===== src/rtl/led_chain_pkg.sv =====
// Shared types and helpers for the LED chain driver.
// Assumes nanosecond timings and a clock given in whole MHz.
package led_chain_pkg;

    typedef enum logic {
        ST_LATCH = 1'b0,
        ST_SEND  = 1'b1
    } chain_state_t;

    localparam int COLOUR_BITS = 24;

    // Converts a time in ns into clock cycles, never less than one.
    function automatic int ns_to_cyc(input int ns, input int mhz);
        int c;
        c = (ns * mhz) / 1000;
        return (c < 1) ? 1 : c;
    endfunction

    // Reorders {red, green, blue} from the port into wire order {green, red, blue}.
    function automatic logic [COLOUR_BITS-1:0] to_wire_order(input logic [COLOUR_BITS-1:0] rgb);
        return {rgb[15:8], rgb[23:16], rgb[7:0]};
    endfunction

endpackage


===== src/rtl/ledc_bit_shaper.sv =====
// Produces one pulse-width-coded bit per go strobe: a high phase, then a low phase.
// Assumes go_i is only raised when idle or in the cycle done_o is high.
// done_o marks the last low cycle, so a go in that cycle keeps bits back to back.
module ledc_bit_shaper #(
    parameter int T0H_CYC = 40,
    parameter int T0L_CYC = 85,
    parameter int T1H_CYC = 80,
    parameter int T1L_CYC = 45,
    localparam int MAXC   = (T0H_CYC > T1H_CYC ? T0H_CYC : T1H_CYC) +
                            (T0L_CYC > T1L_CYC ? T0L_CYC : T1L_CYC),
    localparam int CW     = $clog2(MAXC + 1)
) (
    input  logic clk,
    input  logic rst_n,
    input  logic go_i,
    input  logic bit_i,
    output logic done_o,
    output logic dout_o
);

    localparam logic [CW-1:0] H0 = CW'(T0H_CYC - 1);
    localparam logic [CW-1:0] H1 = CW'(T1H_CYC - 1);
    localparam logic [CW-1:0] L0 = CW'(T0L_CYC - 1);
    localparam logic [CW-1:0] L1 = CW'(T1L_CYC - 1);

    logic          busy_q;
    logic          high_q;
    logic          bit_q;
    logic [CW-1:0] cnt_q;

    assign done_o = busy_q && !high_q && (cnt_q == '0);
    assign dout_o = high_q;

    // Phase sequencer: load the high length, then the low length, then go idle.
    always_ff @(posedge clk) begin
        if (!rst_n) begin
            busy_q <= 1'b0;
            high_q <= 1'b0;
            bit_q  <= 1'b0;
            cnt_q  <= '0;
        end else if (go_i) begin
            busy_q <= 1'b1;
            high_q <= 1'b1;
            bit_q  <= bit_i;
            cnt_q  <= bit_i ? H1 : H0;
        end else if (busy_q) begin
            if (cnt_q != '0) begin
                cnt_q <= cnt_q - 1'b1;
            end else if (high_q) begin
                high_q <= 1'b0;
                cnt_q  <= bit_q ? L1 : L0;
            end else begin
                busy_q <= 1'b0;
            end
        end
    end

endmodule


===== src/rtl/ledc_word_shifter.sv =====
// Holds the colour word in wire order and shifts it left one bit per sent bit.
// Assumes load_i and shift_i are never high together.
module ledc_word_shifter #(
    parameter int WIDTH = 24
) (
    input  logic             clk,
    input  logic             rst_n,
    input  logic             load_i,
    input  logic             shift_i,
    input  logic [WIDTH-1:0] word_i,
    output logic             next_bit_o
);

    logic [WIDTH-1:0] sreg_q;

    // The bit after the current MSB is the one sent on the next shift.
    assign next_bit_o = sreg_q[WIDTH-2];

    // Word register: capture on load, move toward the MSB on shift.
    always_ff @(posedge clk) begin
        if (!rst_n) begin
            sreg_q <= '0;
        end else if (load_i) begin
            sreg_q <= word_i;
        end else if (shift_i) begin
            sreg_q <= {sreg_q[WIDTH-2:0], 1'b0};
        end
    end

endmodule


===== src/rtl/ledc_frame_ctrl.sv =====
// Frame sequencer: times the latch gap, counts bits per LED and steps the fetch address.
// The address always names the next LED to load. Wrapping to 0 at a load marks the
// last LED of the frame, so no separate LED counter is kept.
module ledc_frame_ctrl
    import led_chain_pkg::*;
#(
    parameter int NUM_LEDS  = 8,
    parameter int LATCH_CYC = 5000,
    localparam int AW       = (NUM_LEDS > 1) ? $clog2(NUM_LEDS) : 1,
    localparam int LCW      = $clog2(LATCH_CYC + 1),
    localparam int BW       = $clog2(COLOUR_BITS)
) (
    input  logic          clk,
    input  logic          rst_n,
    input  logic          bit_done_i,
    output logic          load_o,
    output logic          shift_o,
    output logic [AW-1:0] addr_o
);

    localparam logic [LCW-1:0] LAT_LAST  = LCW'(LATCH_CYC - 1);
    localparam logic [BW-1:0]  BIT_LAST  = BW'(COLOUR_BITS - 1);
    localparam logic [AW-1:0]  ADDR_LAST = AW'(NUM_LEDS - 1);

    chain_state_t   state_q;
    logic [LCW-1:0] lcnt_q;
    logic [BW-1:0]  bit_idx_q;
    logic [AW-1:0]  addr_q;
    logic           lat_end;
    logic           word_end;
    logic           frame_end;

    assign lat_end   = (state_q == ST_LATCH) && (lcnt_q == LAT_LAST);
    assign word_end  = (state_q == ST_SEND) && bit_done_i && (bit_idx_q == BIT_LAST);
    assign frame_end = word_end && (addr_q == '0);
    assign addr_o    = addr_q;

    // Strobe decode: load a new colour, or shift to the next bit of the same one.
    always_comb begin
        load_o  = 1'b0;
        shift_o = 1'b0;
        if (lat_end) begin
            load_o = 1'b1;
        end else if (state_q == ST_SEND && bit_done_i) begin
            if (bit_idx_q == BIT_LAST) begin
                load_o = (addr_q != '0);
            end else begin
                shift_o = 1'b1;
            end
        end
    end

    // State, bit index and address update.
    always_ff @(posedge clk) begin
        if (!rst_n) begin
            state_q   <= ST_LATCH;
            bit_idx_q <= '0;
            addr_q    <= '0;
        end else if (load_o) begin
            state_q   <= ST_SEND;
            bit_idx_q <= '0;
            addr_q    <= (addr_q == ADDR_LAST) ? '0 : addr_q + 1'b1;
        end else if (shift_o) begin
            bit_idx_q <= bit_idx_q + 1'b1;
        end else if (frame_end) begin
            state_q <= ST_LATCH;
        end
    end

    // Latch timer: counts low cycles while latching and clears at every other time.
    always_ff @(posedge clk) begin
        if (!rst_n) begin
            lcnt_q <= '0;
        end else if (state_q == ST_LATCH && !lat_end) begin
            lcnt_q <= lcnt_q + 1'b1;
        end else begin
            lcnt_q <= '0;
        end
    end

endmodule


===== src/rtl/led_chain_driver.sv =====
// Top of the LED chain driver: sends NUM_LEDS colours as one serial frame, then latches.
// Assumes colour_i follows led_addr_o with at most one cycle of latency.
module led_chain_driver
    import led_chain_pkg::*;
#(
    parameter int NUM_LEDS = 8,
    parameter int CLK_MHZ  = 100,
    parameter int T0H_NS   = 400,
    parameter int T0L_NS   = 850,
    parameter int T1H_NS   = 800,
    parameter int T1L_NS   = 450,
    parameter int LATCH_NS = 50000,
    localparam int AW      = (NUM_LEDS > 1) ? $clog2(NUM_LEDS) : 1
) (
    input  logic          clk,
    input  logic          rst_n,
    output logic [AW-1:0] led_addr_o,
    input  logic [23:0]   colour_i,
    output logic          dout_o
);

    localparam int T0H_CYC   = ns_to_cyc(T0H_NS, CLK_MHZ);
    localparam int T0L_CYC   = ns_to_cyc(T0L_NS, CLK_MHZ);
    localparam int T1H_CYC   = ns_to_cyc(T1H_NS, CLK_MHZ);
    localparam int T1L_CYC   = ns_to_cyc(T1L_NS, CLK_MHZ);
    localparam int LATCH_CYC = ns_to_cyc(LATCH_NS, CLK_MHZ);

    logic                   load;
    logic                   shift;
    logic                   bit_done;
    logic                   next_bit;
    logic                   go_bit;
    logic [COLOUR_BITS-1:0] wire_word;

    // The first bit of a new word comes straight from the input; later bits from the shifter.
    assign wire_word = to_wire_order(colour_i);
    assign go_bit    = load ? wire_word[COLOUR_BITS-1] : next_bit;

    ledc_frame_ctrl #(
        .NUM_LEDS (NUM_LEDS),
        .LATCH_CYC(LATCH_CYC)
    ) ctrl_i (
        .clk       (clk),
        .rst_n     (rst_n),
        .bit_done_i(bit_done),
        .load_o    (load),
        .shift_o   (shift),
        .addr_o    (led_addr_o)
    );

    ledc_word_shifter #(
        .WIDTH(COLOUR_BITS)
    ) shifter_i (
        .clk       (clk),
        .rst_n     (rst_n),
        .load_i    (load),
        .shift_i   (shift),
        .word_i    (wire_word),
        .next_bit_o(next_bit)
    );

    ledc_bit_shaper #(
        .T0H_CYC(T0H_CYC),
        .T0L_CYC(T0L_CYC),
        .T1H_CYC(T1H_CYC),
        .T1L_CYC(T1L_CYC)
    ) shaper_i (
        .clk   (clk),
        .rst_n (rst_n),
        .go_i  (load | shift),
        .bit_i (go_bit),
        .done_o(bit_done),
        .dout_o(dout_o)
    );

endmodule


===== config.mk =====
export PLATFORM = sky130hd
export DESIGN_NAME = led_chain_driver
export DESIGN_NICKNAME = d
export VERILOG_FILES = /design/src/rtl/led_chain_pkg.sv /design/src/rtl/ledc_bit_shaper.sv /design/src/rtl/ledc_word_shifter.sv /design/src/rtl/ledc_frame_ctrl.sv /design/src/rtl/led_chain_driver.sv
export SDC_FILE = /design/constraint.sdc
export NUM_CORES = 1
export LEC_CHECK = 0
export ABC_AREA = 1
export BUFFER_PORTS_ARGS = -buffer_cell sky130_fd_sc_hd__buf_2
export CORE_UTILIZATION = 60
export CTS_BUF_LIST = sky130_fd_sc_hd__clkbuf_4
export DETAILED_ROUTE_END_ITERATION = 7
export PLACE_DENSITY = 0.85
export REMOVE_ABC_BUFFERS = 1
export SETUP_SLACK_MARGIN = 0.2
export SLEW_MARGIN = 5
export SYNTH_ARGS = -nofsm -noshare
export SYNTH_HDL_FRONTEND = slang
export SYNTH_SLANG_ARGS = --single-unit

===== constraint.sdc =====
create_clock -name clk -period 2.1 [get_ports clk]
set_clock_uncertainty 0.05 [all_clocks]
set_input_delay 0.105 -clock clk [delete_from_list [all_inputs] [get_ports clk]]
set_output_delay 0.105 -clock clk [all_outputs]
set_load 0.005 [all_outputs]

==> results of run 1 <==
[final cells by class]
class | count | area, sq um | share of cell area (%)
clock buffers | 6 | 45.0 | 1.33
clock inverters | 2 | 35.0 | 1.03
inverters | 44 | 168 | 4.94
multi-input cells | 258 | 1430 | 42.1
flip-flops and latches | 56 | 1120 | 33.1
well taps | 52 | 65.1 | 1.92
repair buffers | 69 | 527 | 15.5
[per-stage QoR]
| stage | setup WS (ns) | setup TNS [ns] | utilization (%) | std cells |
|---|---|---|---|---|
| final | 0.260 | 0 | 77.9 | 487 |
| after global routing | 0.164 | 0 | 77.9 | 487 |
| after CTS | 0.146 | 0 | 75.6 | 483 |
| after detailed placement | -0.0269 | -0.0269 | 67.6 | 447 |
| after global placement | 0.0478 | 0 | 67.6 | 447 |
| after floorplan | 0.159 | 0 | - | 357 |
[sequential cells by signal, indices dropped and copies added, names as in the netlist]
register	cells
ctrl_i.lcnt_q	13
shaper_i.busy_q	1
shaper_i.cnt_q	8
ctrl_i.bit_idx_q	5
ctrl_i.addr_o	3
shaper_i.bit_q	1
ctrl_i.state_q	1
shaper_i.dout_o	1
shifter_i.sreg_q	23
[cell usage in the layout, fill, tap and decap left out, drive strengths merged]
cell type,synthesis,final
a31oi,22,22
nor4,1,1
ha,7,7
o21a,1,1
a21oi,24,24
bufinv,0,1
dlygate4sd3,0,23
nor3,4,4
o21bai,1,1
a211oi,1,1
inv,44,44
and3,1,1
nor3b,2,2
nor2,30,31
nand2,105,105
xor2,4,4
nand3,24,24
or2,2,2
o31ai,1,1
o21ai,16,16
nand4,11,11
clkinv,0,1
clkbuf,3,6
dfxtp,56,56
buf,8,46
[per-layer routing]
layer / up-vias / part of all wire (%) / track usage, %
li1: 1343 / - / -
met1: 1233 / 43 / 33.1
met2: 98 / 49 / 48.7
met3: 23 / 4.9 / 4.65
met4: 0 / 2.6 / 10.2
met5: - / 0 / 0
[kinds of logic (layout without fill, tap and decap cells)]
group                      after synthesis  after routing
AOI/OAI and AO/OA                       66             66
xor gates and xnor gates                 4              4
adders and majority gates                7              7
buffers and inverters                   55            121
DFF                                     56             56
and+or+nand+nor                        180            181
[worst max-delay path by stage]
stage,endpoint,depth (start not counted),slack (ns)
after CTS,shifter_i.sreg_q[9]$_SDFFE_PN0P_,9,0.15
after floorplan,shaper_i.cnt_q[2]$_SDFFE_PN0P_,10,0.16
after detailed placement,shaper_i.cnt_q[2]$_SDFFE_PN0P_,10,-0.03
final,shaper_i.cnt_q[6]$_SDFFE_PN0P_,11,0.26
after global routing,shaper_i.cnt_q[6]$_SDFFE_PN0P_,11,0.16
after global placement,shaper_i.cnt_q[2]$_SDFFE_PN0P_,10,0.05
[power by group]
group / internal (W) / leakage (nW) / switching (W) / total, W
combinational: 0.0000549 / 0.872 / 0.0000411 / 0.0000960
sequential: 0.00107 / 0.452 / 0.00000413 / 0.00107
clock: 0.000263 / 0.0456 / 0.000332 / 0.000595
[critical path: cells and delay by family, from the launching register on]
family / cells / cell delay [ns]
fa+ha+maj: 1 / 0.17
flops: 1 / 0.35
simple gates: 4 / 0.44
buf+inv: 5 / 0.50
compound gates: 1 / 0.25
[timing repair]
item	4_1_cts	5_1_grt
setup endpoints to repair	30	36
hold buffers	23	0
resized for setup	0	20
buffers inserted	4	4
pin swaps	1	5
hold endpoints to repair	28	0
cloned	1	0
==> metrics.txt, run 1 <==
R2R Path Start=shaper_i.cnt_q[1]$_SDFFE_PN0P_; final design area excluding fillers=3390 sq um; P_leak=1.37 nW; CTS tree=done; RSZ-0062 raised after global routing=false; Hold Vio Cnt, Final=0; Max VDD drop=0.000388 V; drt total wl=about 6.4 mm; ys async rst share=0%; initial antenna violation count=0; first-pass GRT wire length=10.7 mm; input/output buffers=29; Num CTS Buffers=5; R2R depth=11; Die X=69.5 microns; clk_lat worst skew=0.38 ns; crit path time final=between 1.5 and 2 ns; Post-synth EDFFs=0; area share of the largest cell type after synthesis=41.0%; Commonest cells post-synth=nand2_1 (102), dfxtp_1 (56), inv_1 (42), nor2_1 (26), a21oi_1 (24); area grow syn2layout=24.2%; Synth Warn #=0; largest family of logic cells by synthesized area=simple AND/OR/NAND/NOR gates; crit-path most repeated cell=inv_1; clock sink total=56; average instance area after synthesis=between 7 and 8 sq um; cell type of the slowest stage on the worst timing path=dfxtp_1; Req. time, crit path=2.35 ns; Slew HR=slightly below 80%; largest net degree at the start of global routing=28; Critical Path Start=shaper_i.cnt_q[1]$_SDFFE_PN0P_; max-cap violations=0; synth top area cells=dfxtp_1 (41%), nand2_1 (14%), inv_1 (5.8%); via count of the first global-routing pass=between 2000 and 2500; dominant cell type by area after synthesis=dfxtp_1; Area after DPL=2940 sq um; compound-cell area share of the yosys netlist=13.9%; Critical Path AT=2.09 ns; clock buffer depth=2; Fin Hold WS=0.0243 ns; Min-Delay Endpoint=shifter_i.sreg_q[22]$_SDFFE_PN0P_; Worst R2R End=shaper_i.cnt_q[6]$_SDFFE_PN0P_; vias per inst=5.54; Synth Area in XOR/XNOR=1.28%; status=finished clean; ant diodes=0; Synth Area in Adders=3.21%; Synth Cell Area=2730 sq um; CP Capture Type=register; share of cells above drive strength 1=19.1%; gr usage total=27.5%; top-count cell post-synth=nand2_1; crit path cell chain=inv_1, ha_1, nand2_2, nor2_8, buf_4, inv_1, o21ai_4, buf_6, nand3_1, nand3_1, inv_1; total power=0.00176 W; IO Count=30; final period utilization=87.6%; GPL Wtd Cong=0.845; Clk Tree Root Cell=clkbuf_4; Hold Path Stages=5; DRC viols=0; per-cell routed wire length=approximately 13 microns; final-stage net count=~470; via count=between 2000 and 3000; setup violators final=0; DR iter-0 viols=175; Worst Path Max Fanout=5; drt pass-1 iters=5; Worst Setup Start Kind=register; HP Start=colour_i[14]; Yosys cell types=36; Final HPWL DP=3.86 mm; Final Max Tran Viols=0; Top FF cell, synth=dfxtp_1; mux contribution to synthesized area=0%; Core Box Area=around 4400 sq um; Initial Util=62.7%; Power Density=520 nW/um^2; sequential area share after synthesis=between 40% and 50%; ANT nets after route=0; Syn Inst Count=approximately 370; worst min path class=in2reg; Fmax=roughly 540 MHz; Die Y=69.5 microns; Die Area=4830 sq um; Simple-Gate Fraction of Synth Area=31.6%; H-tree depth=2; flops & latches, synth=56; crit-path max cell delay=around 0.35 ns; r2r setup slk=0.26 ns; row count=24; # fillers=295; Worst-Margin Slew=0.331 ns; Setup CP Type=reg2reg; gr ovfl total=0; CTS clock-pin slew for the worst setup and hold paths=0.15 ns
(Power assumes the default switching activity.)
==> run 2: changes to the inputs <==
Settings changed: CORE_ASPECT_RATIO set to 1.5, CORE_UTILIZATION 60 to 30, PLACE_DENSITY 0.85 to not set, PLACE_DENSITY_LB_ADDON set to 0.05.
==> metrics.txt, run 2 (same netlist as run 1, synthesis figures left out) <==
CTS tree=done; Min-Delay Endpoint=shaper_i.bit_q$_SDFFE_PN0P_; first-pass GRT wire length=11.3 mm (+5.5%); Hold Vio Cnt, Final=0 (unchanged); largest reg by FF count=shifter_i.sreg_q; RSZ-0062 raised after global routing=true; largest net degree at the start of global routing=30 (+7.1%); Worst R2R End=ctrl_i.bit_idx_q[0]$_SDFFE_PP0P_; final-stage net count=466 (-0.21%); Final HPWL DP=4.95 mm (+28%); area grow syn2layout=24.3% (about the same); via count of the first global-routing pass=2490 (+1.2%); Core Box Area=8830 sq um (+100%); crit path cell chain=nor2_4, nand2_4, nor2_8, nand4_4, buf_4, or2_2, a21oi_1; Worst-Margin Slew=0.334 ns (+0.00349 ns); ANT nets after route=0 (unchanged); share of cells above drive strength 1=17.5% (-1.6 points); R2R depth=7 (-4); Hold Path Stages=5 (unchanged); final design area excluding fillers=3400 sq um (about the same); ant diodes=0 (unchanged); Clk Tree Root Cell=clkbuf_4; Regs by FF count=shifter_i.sreg_q: 23 flops, ctrl_i.lcnt_q: 13 flops, shaper_i.cnt_q: 8 flops; P_leak=1.35 nW (-1.2%); final period utilization=83.8% (-3.8 points); crit path time final=1.76 ns (-0.0799 ns); gr usage total=15.3% (-12 points); dpl ws=0.251 ns (+0.278 ns); Die Area=9500 sq um (+97%); most common cell after layout, fill and taps aside=nand2_1; HP Start=colour_i[15]; Worst Path Max Fanout=8 (+3); via count=2538 (-5.9%); Final WS setup=0.340 ns (+0.0799 ns); clock sink total=56 (unchanged); total power=0.00167 W (-5.5%); worst min path class=in2reg; IO Count=30 (unchanged); Setup TNS=0 ns (unchanged); Initial Util=30.9% (-32 points); drt pass-1 iters=4 (-1); CP Capture Type=register; Req. time, crit path=2.38 ns (+0.03 ns); input/output buffers=29 (unchanged); crit-path max cell delay=0.40 ns (+0.05 ns); Area after DPL=3050 sq um (+3.5%); Die X=79.9 microns (+15%); Worst Path Buf+Inv=1 (-4); status=finished clean; Die Y=119 microns (+71%); Final Max Tran Viols=0 (unchanged); Worst Setup Start Kind=register; GPL Wtd Cong=0.814 (-3.6%); r2r setup slk=0.34 ns (+0.08 ns); Num CTS Buffers=5 (unchanged); max-cap violations=0 (unchanged); Fmax=568 MHz (+4.5%); setup violators final=0 (unchanged); # fillers=973 (+230%); per-cell routed wire length=12.2 microns (-7.6%); vias per inst=4.67 (-16%); initial antenna violation count=0 (unchanged); DRC viols=0 (unchanged); clock buffer depth=2 (unchanged); DR iter-0 viols=114 (-35%); R2R Path Start=shaper_i.cnt_q[4]$_SDFFE_PN0P_; drt total wl=6.62 mm (+3.2%); Critical Path AT=2.04 ns (-0.05 ns); CTS clock-pin slew for the worst setup and hold paths=0.16 ns (about the same); most frequent cells in the layout=nand2_1 (101), dfxtp_1 (52), inv_1 (42), buf_2 (29); Setup CP Type=reg2reg; Slew HR=77.6% (-0.35 points); Max VDD drop=0.000401 V (+3.4%); clk_lat worst skew=0.39 ns (about the same); gr ovfl total=0 (unchanged); max FFs per register=23 (unchanged); Top delay family on crit path=simple AND/OR/NAND/NOR gates; Power Density=490 nW/um^2 (-5.6%); Worst path depth=7 (-4); H-tree depth=2 (unchanged); cell type of the slowest stage on the worst timing path=dfxtp_1; row count=42 (+75%)
==> run 2: cell count changes in the layout (fill, tap and decap cells not counted), moves of 2 or more <==
cell,before,now
buf_6,3,1
dfxtp_1,54,52
dfxtp_2,2,4
nand2_4,4,2
==> run 2: area by class of cell <==
class,instances,area (sq um),share of cell area [%]
clock inverter,1,3.75,0.111
timing repair buffer,69,522,15.4
tap,110,138,4.05
multi-input combinational,257,1390,40.8
inverter,44,168,4.94
clock buffer,7,52.6,1.55
sequential,56,1130,33.2
==> run 2: through the flow <==
step / hold WS, ns / util, % / instances
6_report: 0.0418 / 38.5 / 544
5_1_grt: 0.0421 / 38.5 / 544
4_1_cts: 0.0282 / 37.9 / 541
3_5_place_dp: 0.322 / 34.5 / 509
3_3_place_gp: 0.319 / 34.5 / 509
2_1_floorplan: 0.153 / - / 357
==> run 2: power breakdown <==
part,internal [W],switching [W],total (W)
logic,0.0000558,0.0000375,0.0000934
registers,0.00107,0.00000340,0.00107
clock network,0.000156,0.000345,0.000501
==> run 2: routing by layer <==
metal / GRT usage [%] / wire [microns]
met2: 29.3 / 3570
met1: 16.1 / 2800
met5: 0 / 0
met4: 5.02 / 100
met3: 2.84 / 153
==> run 2: how the worst max path moves through the flow <==
stage                                                 from                                 to
after floorplan             shaper_i.cnt_q[0]$_SDFFE_PN0P_     shaper_i.cnt_q[2]$_SDFFE_PN0P_
after global placement    ctrl_i.bit_idx_q[0]$_SDFFE_PP0P_     shaper_i.cnt_q[4]$_SDFFE_PN0P_
after detailed placement     ctrl_i.addr_o[0]$_SDFFE_PN0N_  shifter_i.sreg_q[10]$_SDFFE_PN0P_
after CTS                 ctrl_i.bit_idx_q[0]$_SDFFE_PP0P_     shaper_i.cnt_q[4]$_SDFFE_PN0P_
after global routing         ctrl_i.addr_o[1]$_SDFFE_PN0N_     shaper_i.cnt_q[4]$_SDFFE_PN0P_
final                       shaper_i.cnt_q[4]$_SDFFE_PN0P_   ctrl_i.bit_idx_q[0]$_SDFFE_PP0P_
==> run 2: worst reg2reg max path, stage by stage, from the launching register on <==
cell and delay, ns:
dfxtp_1 0.40, nor2_4 0.17, nand2_4 0.08, nor2_8 0.20, nand4_4 0.18, buf_4 0.18
or2_2 0.26, a21oi_1 0.16
==> run 2: what timing repair did <==
action / 4_1_cts / 5_1_grt
hold buffers: 24 / 0
gates resized for setup: 1 / 9
endpoints found under the setup margin: 1 / 32
buffers inserted: 0 / 3
pin swaps: 0 / 3
endpoints found under the hold margin: 27 / 0
